`config.mk`:
```
export PLATFORM = sky130hd
export DESIGN_NAME = gamma_pwl_lut
export DESIGN_NICKNAME = d
export VERILOG_FILES = /design/src/rtl/gamma_pwl_pkg.sv /design/src/rtl/gamma_pwl_ctrl.sv /design/src/rtl/gamma_pwl_bank.sv /design/src/rtl/gamma_pwl_eval.sv /design/src/rtl/gamma_pwl_lut.sv
export SDC_FILE = /design/constraint.sdc
export NUM_CORES = 2
export LEC_CHECK = 0
export ABC_AREA = 1
export BUFFER_PORTS_ARGS = -buffer_cell sky130_fd_sc_hd__buf_2
export CORE_MARGIN = 4
export CORE_UTILIZATION = 58
export DETAILED_ROUTE_END_ITERATION = 8
export PLACE_DENSITY = 0.77
export SETUP_SLACK_MARGIN = 0.5
export SYNTH_ARGS = -nofsm -noshare
export SYNTH_HDL_FRONTEND = slang
export SYNTH_SLANG_ARGS = --single-unit
```
`constraint.sdc`:
```
create_clock -name clk -period 4.59 [get_ports clk]
set_clock_uncertainty 0.1 [all_clocks]
set_input_delay 0.918 -clock clk [delete_from_list [all_inputs] [get_ports clk]]
set_output_delay 0.918 -clock clk [all_outputs]
set_load 0.05 [all_outputs]
```
`src/rtl/gamma_pwl_pkg.sv`:
```
package gamma_pwl_pkg;
  localparam int NCH = 3;

  localparam logic [1:0] ADDR_INDEX = 2'd0;
  localparam logic [1:0] ADDR_DATA  = 2'd1;
  localparam logic [1:0] ADDR_WCTL  = 2'd2;
  localparam logic [1:0] ADDR_MODE  = 2'd3;

  localparam logic [2:0] MODE_BYPASS   = 3'd0;
  localparam logic [2:0] MODE_SQUARE   = 3'd1;
  localparam logic [2:0] MODE_COSQUARE = 3'd2;
  localparam logic [2:0] MODE_BANK_A   = 3'd3;
  localparam logic [2:0] MODE_BANK_B   = 3'd4;

  localparam logic [3:0] STAT_NONE   = 4'd0;
  localparam logic [3:0] STAT_BANK_A = 4'd9;
  localparam logic [3:0] STAT_BANK_B = 4'd10;

  localparam logic [2:0] WORDS_PER_POINT = 3'd6;
endpackage

```
`src/rtl/gamma_pwl_ctrl.sv`:
```
module gamma_pwl_ctrl
  import gamma_pwl_pkg::*;
#(
  parameter int DATA_W   = 10,
  parameter int SEG_BITS = 4
) (
  input  logic                clk,
  input  logic                rst_n,
  input  logic                reg_wr,
  input  logic [1:0]          reg_addr,
  input  logic [DATA_W-1:0]   reg_wdata,
  output logic [2:0]          mode_q,
  output logic [3:0]          status,
  output logic [1:0]          bank_we,
  output logic [NCH-1:0]      chan_we,
  output logic                is_delta,
  output logic [SEG_BITS-1:0] wr_pt,
  output logic [DATA_W-1:0]   wr_data
);
  localparam logic [2:0] LAST_WORD = WORDS_PER_POINT - 3'd1;

  logic [2:0]          word_q, word_d;
  logic [SEG_BITS-1:0] pt_q, pt_d;
  logic [NCH-1:0]      mask_q, mask_d;
  logic                sel_q, sel_d;
  logic [2:0]          mode_d;
  logic                wr_index, wr_data_s, wr_wctl, wr_mode;
  logic                live_a, live_b;
  logic [2:0]          chan;

  always_comb begin
    wr_index  = reg_wr && (reg_addr == ADDR_INDEX);
    wr_data_s = reg_wr && (reg_addr == ADDR_DATA);
    wr_wctl   = reg_wr && (reg_addr == ADDR_WCTL);
    wr_mode   = reg_wr && (reg_addr == ADDR_MODE);
  end

  // next-state for pointer, control and mode
  always_comb begin
    word_d = word_q;
    pt_d   = pt_q;
    mask_d = mask_q;
    sel_d  = sel_q;
    mode_d = mode_q;
    if (wr_index) begin
      pt_d   = reg_wdata[SEG_BITS-1:0];
      word_d = 3'd0;
    end else if (wr_data_s) begin
      if (word_q == LAST_WORD) begin
        word_d = 3'd0;
        pt_d   = pt_q + SEG_BITS'(1);
      end else begin
        word_d = word_q + 3'd1;
      end
    end
    if (wr_wctl) begin
      mask_d = reg_wdata[NCH-1:0];
      sel_d  = reg_wdata[3];
    end
    if (wr_mode) begin
      mode_d = reg_wdata[2:0];
    end
  end

  always_ff @(posedge clk or negedge rst_n) begin
    if (!rst_n) begin
      word_q <= 3'd0;
      pt_q   <= '0;
      mask_q <= '1;
      sel_q  <= 1'b0;
      mode_q <= MODE_BYPASS;
    end else begin
      word_q <= word_d;
      pt_q   <= pt_d;
      mask_q <= mask_d;
      sel_q  <= sel_d;
      mode_q <= mode_d;
    end
  end

  // write strobes toward the banks
  always_comb begin
    live_a   = (mode_q == MODE_BANK_A);
    live_b   = (mode_q == MODE_BANK_B);
    is_delta = (word_q >= 3'd3);
    chan     = is_delta ? (word_q - 3'd3) : word_q;
    bank_we[0] = wr_data_s && !sel_q && !live_a;
    bank_we[1] = wr_data_s &&  sel_q && !live_b;
    for (int c = 0; c < NCH; c++) begin
      chan_we[c] = mask_q[c] && (chan == 3'(c));
    end
    wr_pt   = pt_q;
    wr_data = reg_wdata;
  end

  always_comb begin
    unique case (mode_q)
      MODE_BANK_A: status = STAT_BANK_A;
      MODE_BANK_B: status = STAT_BANK_B;
      default:     status = STAT_NONE;
    endcase
  end


  status_hold_chk: assert property (@(posedge clk) disable iff (!rst_n)
    !(reg_wr && reg_addr == ADDR_MODE) |=> $stable(status));


  status_code_chk: assert property (@(posedge clk) disable iff (!rst_n)
    (status == STAT_NONE) || (status == STAT_BANK_A) || (status == STAT_BANK_B));


  word_wrap_chk: assert property (@(posedge clk) disable iff (!rst_n)
    (reg_wr && reg_addr == ADDR_DATA && word_q == LAST_WORD)
      |=> (word_q == 3'd0) && (pt_q == ($past(pt_q) + SEG_BITS'(1))));


  live_bank_guard_chk: assert property (@(posedge clk) disable iff (!rst_n)
    (status == STAT_BANK_A) |-> !bank_we[0]);
endmodule

```
`src/rtl/gamma_pwl_bank.sv`:
```
module gamma_pwl_bank
  import gamma_pwl_pkg::*;
#(
  parameter int DATA_W   = 10,
  parameter int SEG_BITS = 4
) (
  input  logic                    clk,
  input  logic                    bank_en,
  input  logic [NCH-1:0]          chan_we,
  input  logic                    is_delta,
  input  logic [SEG_BITS-1:0]     wr_pt,
  input  logic [DATA_W-1:0]       wr_data,
  input  logic [NCH*SEG_BITS-1:0] rd_seg,
  output logic [NCH*DATA_W-1:0]   rd_base,
  output logic [NCH*DATA_W-1:0]   rd_delta
);
  localparam int NPTS = 1 << SEG_BITS;

  for (genvar c = 0; c < NCH; c++) begin : g_chan
    logic [DATA_W-1:0] base_m  [NPTS];
    logic [DATA_W-1:0] delta_m [NPTS];
    logic              base_en, delta_en;

    always_comb begin
      base_en  = bank_en && chan_we[c] && !is_delta;
      delta_en = bank_en && chan_we[c] &&  is_delta;
    end

    always_ff @(posedge clk) begin
      if (base_en) begin
        base_m[wr_pt] <= wr_data;
      end
      if (delta_en) begin
        delta_m[wr_pt] <= wr_data;
      end
    end

    always_comb begin
      rd_base[c*DATA_W +: DATA_W]  = base_m[rd_seg[c*SEG_BITS +: SEG_BITS]];
      rd_delta[c*DATA_W +: DATA_W] = delta_m[rd_seg[c*SEG_BITS +: SEG_BITS]];
    end
  end
endmodule

```
`src/rtl/gamma_pwl_eval.sv`:
```
module gamma_pwl_eval
  import gamma_pwl_pkg::*;
#(
  parameter int DATA_W   = 10,
  parameter int SEG_BITS = 4
) (
  input  logic              clk,
  input  logic              rst_n,
  input  logic              en_s1,
  input  logic              en_s2,
  input  logic [2:0]        mode_in,
  input  logic [DATA_W-1:0] x_in,
  input  logic [DATA_W-1:0] base_in,
  input  logic [DATA_W-1:0] delta_in,
  output logic [DATA_W-1:0] y_out
);
  localparam int FRAC_W = DATA_W - SEG_BITS;
  localparam int PROD_W = DATA_W + FRAC_W;
  localparam int SQ_W   = 2 * DATA_W;
  localparam int HALF_F = 1 << (FRAC_W - 1);
  localparam int HALF_W = 1 << (DATA_W - 1);
  localparam logic [DATA_W-1:0] MAXV = '1;

  logic [2:0]        mode_q;
  logic [DATA_W-1:0] x_q, base_q, delta_q, y_d;
  logic [FRAC_W-1:0] frac;
  logic [PROD_W-1:0] prod_r;
  logic [DATA_W:0]   sum;
  logic [DATA_W-1:0] pwl_v, sq_v, cosq_v, inv_x;
  logic [SQ_W-1:0]   sq_r, cosq_r;

  // stage 1: capture pixel, mode and segment entry
  always_ff @(posedge clk or negedge rst_n) begin
    if (!rst_n) begin
      mode_q  <= MODE_BYPASS;
      x_q     <= '0;
      base_q  <= '0;
      delta_q <= '0;
    end else if (en_s1) begin
      mode_q  <= mode_in;
      x_q     <= x_in;
      base_q  <= base_in;
      delta_q <= delta_in;
    end
  end

  always_comb begin
    frac   = x_q[FRAC_W-1:0];
    prod_r = PROD_W'(delta_q) * PROD_W'(frac) + PROD_W'(HALF_F);
    sum    = (DATA_W+1)'(base_q) + (DATA_W+1)'(prod_r >> FRAC_W);
    pwl_v  = sum[DATA_W] ? MAXV : sum[DATA_W-1:0];

    sq_r   = SQ_W'(x_q) * SQ_W'(x_q) + SQ_W'(HALF_W);
    sq_v   = sq_r[SQ_W-1:DATA_W];
    inv_x  = MAXV - x_q;
    cosq_r = SQ_W'(inv_x) * SQ_W'(inv_x) + SQ_W'(HALF_W);
    cosq_v = MAXV - cosq_r[SQ_W-1:DATA_W];

    unique case (mode_q)
      MODE_SQUARE:              y_d = sq_v;
      MODE_COSQUARE:            y_d = cosq_v;
      MODE_BANK_A, MODE_BANK_B: y_d = pwl_v;
      default:                  y_d = x_q;
    endcase
  end

  // stage 2: result register
  always_ff @(posedge clk or negedge rst_n) begin
    if (!rst_n) begin
      y_out <= '0;
    end else if (en_s2) begin
      y_out <= y_d;
    end
  end


  bypass_pass_chk: assert property (@(posedge clk) disable iff (!rst_n)
    (en_s2 && (mode_q == MODE_BYPASS)) |=> (y_out == $past(x_q)));
endmodule

```
`src/rtl/gamma_pwl_lut.sv`:
```
module gamma_pwl_lut
  import gamma_pwl_pkg::*;
#(
  parameter int DATA_W   = 10,
  parameter int SEG_BITS = 4
) (
  input  logic                  clk,
  input  logic                  rst_n,
  input  logic                  reg_wr,
  input  logic [1:0]            reg_addr,
  input  logic [DATA_W-1:0]     reg_wdata,
  output logic [3:0]            status,
  input  logic                  pix_valid,
  input  logic [NCH*DATA_W-1:0] pix_in,
  output logic                  out_valid,
  output logic [NCH*DATA_W-1:0] pix_out
);
  logic [1:0]                rst_sync_q;
  logic                      rst_n_i;
  logic [2:0]                mode_q;
  logic [1:0]                bank_we;
  logic [NCH-1:0]            chan_we;
  logic                      is_delta;
  logic [SEG_BITS-1:0]       wr_pt;
  logic [DATA_W-1:0]         wr_data;
  logic [NCH*SEG_BITS-1:0]   rd_seg;
  logic [NCH*DATA_W-1:0]     base_bk  [2];
  logic [NCH*DATA_W-1:0]     delta_bk [2];
  logic [NCH*DATA_W-1:0]     base_sel, delta_sel;
  logic                      vld_s1_q;

  // asynchronous assert, synchronous release
  always_ff @(posedge clk or negedge rst_n) begin
    if (!rst_n) begin
      rst_sync_q <= 2'b00;
    end else begin
      rst_sync_q <= {rst_sync_q[0], 1'b1};
    end
  end
  assign rst_n_i = rst_sync_q[1];

  gamma_pwl_ctrl #(.DATA_W(DATA_W), .SEG_BITS(SEG_BITS)) u_ctrl (
    .clk       (clk),
    .rst_n     (rst_n_i),
    .reg_wr    (reg_wr),
    .reg_addr  (reg_addr),
    .reg_wdata (reg_wdata),
    .mode_q    (mode_q),
    .status    (status),
    .bank_we   (bank_we),
    .chan_we   (chan_we),
    .is_delta  (is_delta),
    .wr_pt     (wr_pt),
    .wr_data   (wr_data)
  );

  always_comb begin
    for (int c = 0; c < NCH; c++) begin
      rd_seg[c*SEG_BITS +: SEG_BITS] = pix_in[c*DATA_W + DATA_W - 1 -: SEG_BITS];
    end
  end

  for (genvar b = 0; b < 2; b++) begin : g_bank
    gamma_pwl_bank #(.DATA_W(DATA_W), .SEG_BITS(SEG_BITS)) u_bank (
      .clk      (clk),
      .bank_en  (bank_we[b]),
      .chan_we  (chan_we),
      .is_delta (is_delta),
      .wr_pt    (wr_pt),
      .wr_data  (wr_data),
      .rd_seg   (rd_seg),
      .rd_base  (base_bk[b]),
      .rd_delta (delta_bk[b])
    );
  end

  always_comb begin
    base_sel  = (mode_q == MODE_BANK_B) ? base_bk[1]  : base_bk[0];
    delta_sel = (mode_q == MODE_BANK_B) ? delta_bk[1] : delta_bk[0];
  end

  always_ff @(posedge clk or negedge rst_n_i) begin
    if (!rst_n_i) begin
      vld_s1_q  <= 1'b0;
      out_valid <= 1'b0;
    end else begin
      vld_s1_q  <= pix_valid;
      out_valid <= vld_s1_q;
    end
  end

  for (genvar c = 0; c < NCH; c++) begin : g_eval
    gamma_pwl_eval #(.DATA_W(DATA_W), .SEG_BITS(SEG_BITS)) u_eval (
      .clk      (clk),
      .rst_n    (rst_n_i),
      .en_s1    (pix_valid),
      .en_s2    (vld_s1_q),
      .mode_in  (mode_q),
      .x_in     (pix_in[c*DATA_W +: DATA_W]),
      .base_in  (base_sel[c*DATA_W +: DATA_W]),
      .delta_in (delta_sel[c*DATA_W +: DATA_W]),
      .y_out    (pix_out[c*DATA_W +: DATA_W])
    );
  end


  out_latency_chk: assert property (@(posedge clk) disable iff (!rst_n_i)
    pix_valid |-> ##2 out_valid);


  no_spurious_valid_chk: assert property (@(posedge clk) disable iff (!rst_n_i)
    !pix_valid |-> ##2 !out_valid);
endmodule

```
==> impl_metrics.py <==
metrics = {
    "routing": {
        "vias": 77900,
        "routed_wl_mm": 290,
        "drt_pass1_iterations": 6,
        "antenna_left": 0,
        "vias_per_cell": 6.05,
        "routedWlPerCell_um": 22.5,
        "drtIter0Drc": 9469,
        "route.detailed.drc": 0,
    },
    "min_path": {
        "hold_path_end": "g_eval[1].u_eval.x_q[3]$_DFFE_PN0P_",
        "worstHoldPathType": "in2reg",
        "hp-start": "pix_in[13]",
        "hold-path-cell-count": 3,
    },
    "power_and_ir_drop": {
        "leakagePower_nw": 48.9,
        "power_density_nw_per_um2": 600,
        "finalPower_mw": 72.8,
        "p_comb_share_pct": 48.2,
        "irDropWorstVdd_v": 0.000814,
        "intPower_mw": 45.5,
        "power.share.sequential_pct": 29.2,
        "clockPowerShare_pct": 22.7,
        "switchingPower_mw": 27.3,
        "p_sw_share_pct": 37.5,
    },
    "clock_network": {
        "cts_tree": "done",
        "numCtsBuffers": 196,
        "cts_root_buffer": "clkbuf_16",
        "clk_pin_slew_ns": 0.06,
        "clkSinkCount": 2061,
        "clkLatencyLatePin_ns": 0.86,
        "clk_path_buf_depth": 3,
        "h-tree-depth": 4,
    },
    "global_route": {
        "grt_pass1_wl_mm": 440,
        "antenna_found_initial": 17,
        "grt_pass1_vias": 77300,
        "track_usage_pct": 30.3,
        "grt-ovfl-total": 0,
        "grt_max_degree": 184,
    },
    "flow_run": {
        "max-cap-violations": 0,
    },
    "logic_synthesis": {
        "synthArstFlopShare_pct": 6.84,
        "synth_largest_area_cell": "edfxtp_1",
        "synth_top_area_share_pct": 54.6,
        "synth_edf_count": 1920,
        "ys_ff_latch": 2061,
        "syn_avg_cell_area_um2": 10.8,
        "yosysUniqueCellTypes": 45,
        "synth_area_leaders": "edfxtp_1 (55%), fa_1 (7.1%), o21ai_0 (6.7%), nor2_1 (5.5%), ha_1 (5.4%)",
        "ys.warnings.count": 0,
        "synthFlopType": "edfxtp_1",
        "synthesis.area_um2": 106000,
        "syn_nets": 10600,
        "ys_seq_area_share_pct": 57.9,
        "syn_inst": 9757,
    },
    "die": {
        "dieArea_um2": 189000,
        "core_um2": 181000,
        "num_rows": 156,
        "die_height_um": 435,
        "die_x_um": 435,
        "start_util_pct": 58.4,
        "pin_count": 81,
    },
    "cells_and_area": {
        "fill_cells": 12900,
        "fin_area_um2": 121000,
        "final_cell_mix": "edfxtp_1 (1,920), nor2_1 (1,540), o21ai_0 (1,361)",
        "final_common_cell": "edfxtp_1",
        "layout-drive-gt1-share_pct": 14.1,
        "syn_to_final_growth_pct": 14.9,
        "layout.cells.non_filler": 12900,
        "final_nets": 11200,
    },
    "placement": {
        "postPlaceCellArea_um2": 114000,
        "dp.cells": 12500,
        "dp_hpwl_mm": 183,
        "place_congestion": 0.926,
        "pre_cts_slack_ns": -0.882,
        "port_buffers": 79,
    },
    "worst_setup_path": {
        "crit_required_ns": 5.22,
        "cpPeakStageDelay_ns": 0.51,
        "rrSetupSlack_ns": -0.81,
        "r2r_cells": 30,
        "arrival_ns": 6.03,
        "start_kind": "flip-flop",
        "cp_max_fo": 6,
        "r2r_end": "g_eval[1].u_eval.y_out[2]$_DFFE_PN0P_",
        "reg2reg_from": "g_eval[1].u_eval.x_q[1]$_DFFE_PN0P_",
        "end_kind": "flip-flop",
        "slowest_stage": "fa_1",
        "crit_top_cell": "inv_2",
        "criticalPathCategory": "reg2reg",
    },
    "timing": {
        "rsz0062_at_grt": "true",
        "finalSetupViolCount": 30,
        "report.final.slew_viol_count": 0,
        "holdWs_ns": 0.180,
        "setup_slack_ns": -0.806,
        "period_share_pct": 118,
        "fmaxAchievable_ghz": 0.185,
        "slew_headroom_pct": 23.1,
        "worstMarginPinSlew_ns": 1.15,
        "period_minus_slack_ns": 5.40,
        "finalHoldViolCount": 0,
    },
    "outcome": {
        "status": "finished, violations left",
        "violations": "setup timing",
    },
}
[cell usage after synthesis (4+ instances only)]
| cell type | instances |
|---|---|
| nand4_1 | 32 |
| buf_2 | 67 |
| o21ai_0 | 1404 |
| clkbuf_1 | 423 |
| inv_1 | 1005 |
| a21o_1 | 33 |
| ha_1 | 455 |
| nor4_1 | 6 |
| edfxtp_1 | 1920 |
| a211oi_1 | 8 |
| o22ai_1 | 485 |
| o21bai_1 | 87 |
| nor3_2 | 5 |
| nand3_2 | 6 |
| a21oi_1 | 178 |
| a31oi_1 | 5 |
| or2_2 | 31 |
| o211ai_1 | 145 |
| nand3_1 | 232 |
| xnor2_1 | 36 |
| xor2_1 | 51 |
| dfrtp_1 | 138 |
| o21a_1 | 4 |
| nand2_1 | 935 |
| nor3_1 | 41 |
| fa_1 | 372 |
| o21ai_1 | 8 |
| inv_2 | 6 |
| nand3b_1 | 7 |
| buf_1 | 58 |
| nor2_1 | 1548 |
[per-layer routing]
layer | wire, um | global-route usage (%) | share of wire (%) | up-vias
li1 | - | - | - | 35000
met1 | 108000 | 39.8 | 37 | 37800
met2 | 139000 | 49.5 | 48 | 4396
met3 | 29700 | 5.85 | 10 | 733
met4 | 12500 | 13.4 | 4.3 | 6
met5 | 44 | 0 | 0.015 | -
[kinds of logic (layout without fill, tap and decap cells)]
logic type               count (synthesis)  in the layout  share of synthesized area [%]
flip-flops                            2061           2061                           57.9
other                                    2             16                        0.00711
AO/OA/AOI/OAI                         2365           2365                           12.5
buffers and inverters                 1562           2301                           5.64
AND/OR/NAND/NOR                       2853           2853                           10.8
adder cells (fa/ha/maj)                827            827                           12.4
XOR/XNOR                                87             87                          0.722
[metrics by stage]
step           setup TNS [ns]  utilization, %
3_3_place_gp           -20.09            62.8
5_1_grt                -26.89            67.0
3_5_place_dp           -22.24            62.8
6_report               -19.69            67.0
4_1_cts                -19.51            66.7
2_1_floorplan          -19.45               -
[worst max-delay path by stage]
stage               slack [ns]  cells after the start                               endpoint                                start
global route             -1.07                     32  g_eval[1].u_eval.y_out[2]$_DFFE_PN0P_  g_eval[1].u_eval.x_q[3]$_DFFE_PN0P_
detailed placement       -0.88                     24  g_eval[1].u_eval.y_out[4]$_DFFE_PN0P_  g_eval[1].u_eval.x_q[1]$_DFFE_PN0P_
finish                   -0.81                     30  g_eval[1].u_eval.y_out[2]$_DFFE_PN0P_  g_eval[1].u_eval.x_q[1]$_DFFE_PN0P_
CTS                      -0.76                     30  g_eval[1].u_eval.y_out[4]$_DFFE_PN0P_  g_eval[1].u_eval.x_q[3]$_DFFE_PN0P_
floorplan                -0.73                     34  g_eval[1].u_eval.y_out[2]$_DFFE_PN0P_  g_eval[1].u_eval.x_q[1]$_DFFE_PN0P_
global placement         -0.85                     31  g_eval[1].u_eval.y_out[8]$_DFFE_PN0P_  g_eval[1].u_eval.x_q[1]$_DFFE_PN0P_
[critical path, delay by kind of cell, from the launching register on]
family                   cells  cell delay (ns)
adder cells (fa/ha/maj)      6             2.50
XOR/XNOR                     1             0.13
flip-flops                   1             0.45
buffers and inverters       10             0.57
AO/OA/AOI/OAI                4             0.71
AND/OR/NAND/NOR              9             0.80
[registers in the layout (all words and copies together), names as in the netlist, 3 cells and up]
signal and count:
g_bank.u_bank.g_chan.base_m 960, g_bank.u_bank.g_chan.delta_m 960, g_eval.u_eval.base_q 30, g_eval.u_eval.delta_q 30
g_eval.u_eval.x_q 30, g_eval.u_eval.y_out 30, u_ctrl.wr_pt 4, g_eval.u_eval.mode_q 3
u_ctrl.mask_q 3, u_ctrl.mode_q 3, u_ctrl.word_q 3
[final cells by class]
type	count	area (um2)	share of cell area, %
Antenna cell	14	35.0	0.0289
Clock buffer	222	5000	4.12
Sequential cell	2061	61200	50.5
Clock inverter	142	1560	1.28
Timing Repair Buffer	926	7380	6.08
Multi-Input combinational cell	6134	39300	32.4
Inverter	1011	3830	3.16
Tap cell	2370	2970	2.44
[power by group through the flow]
stage	Clock (mW)	Combinational, mW	Sequential [mW]
6_report	16.5	35.1	21.3
3_3_place_gp	0	32.2	21.6
3_5_place_dp	0	32.7	21.6
4_1_cts	16.6	33.7	21.2
2_1_floorplan	0	18.4	21.9
5_1_grt	17.4	39.0	21.3
[timing repair]
item	in CTS	in global routing
cloned	0	2
buffers inserted	8	11
pin swaps	54	68
setup endpoints to repair	30	30
endpoints found under the hold margin	2	0
hold buffers	1	0
gates resized for setup	96	120
(Power assumes the default switching activity.)
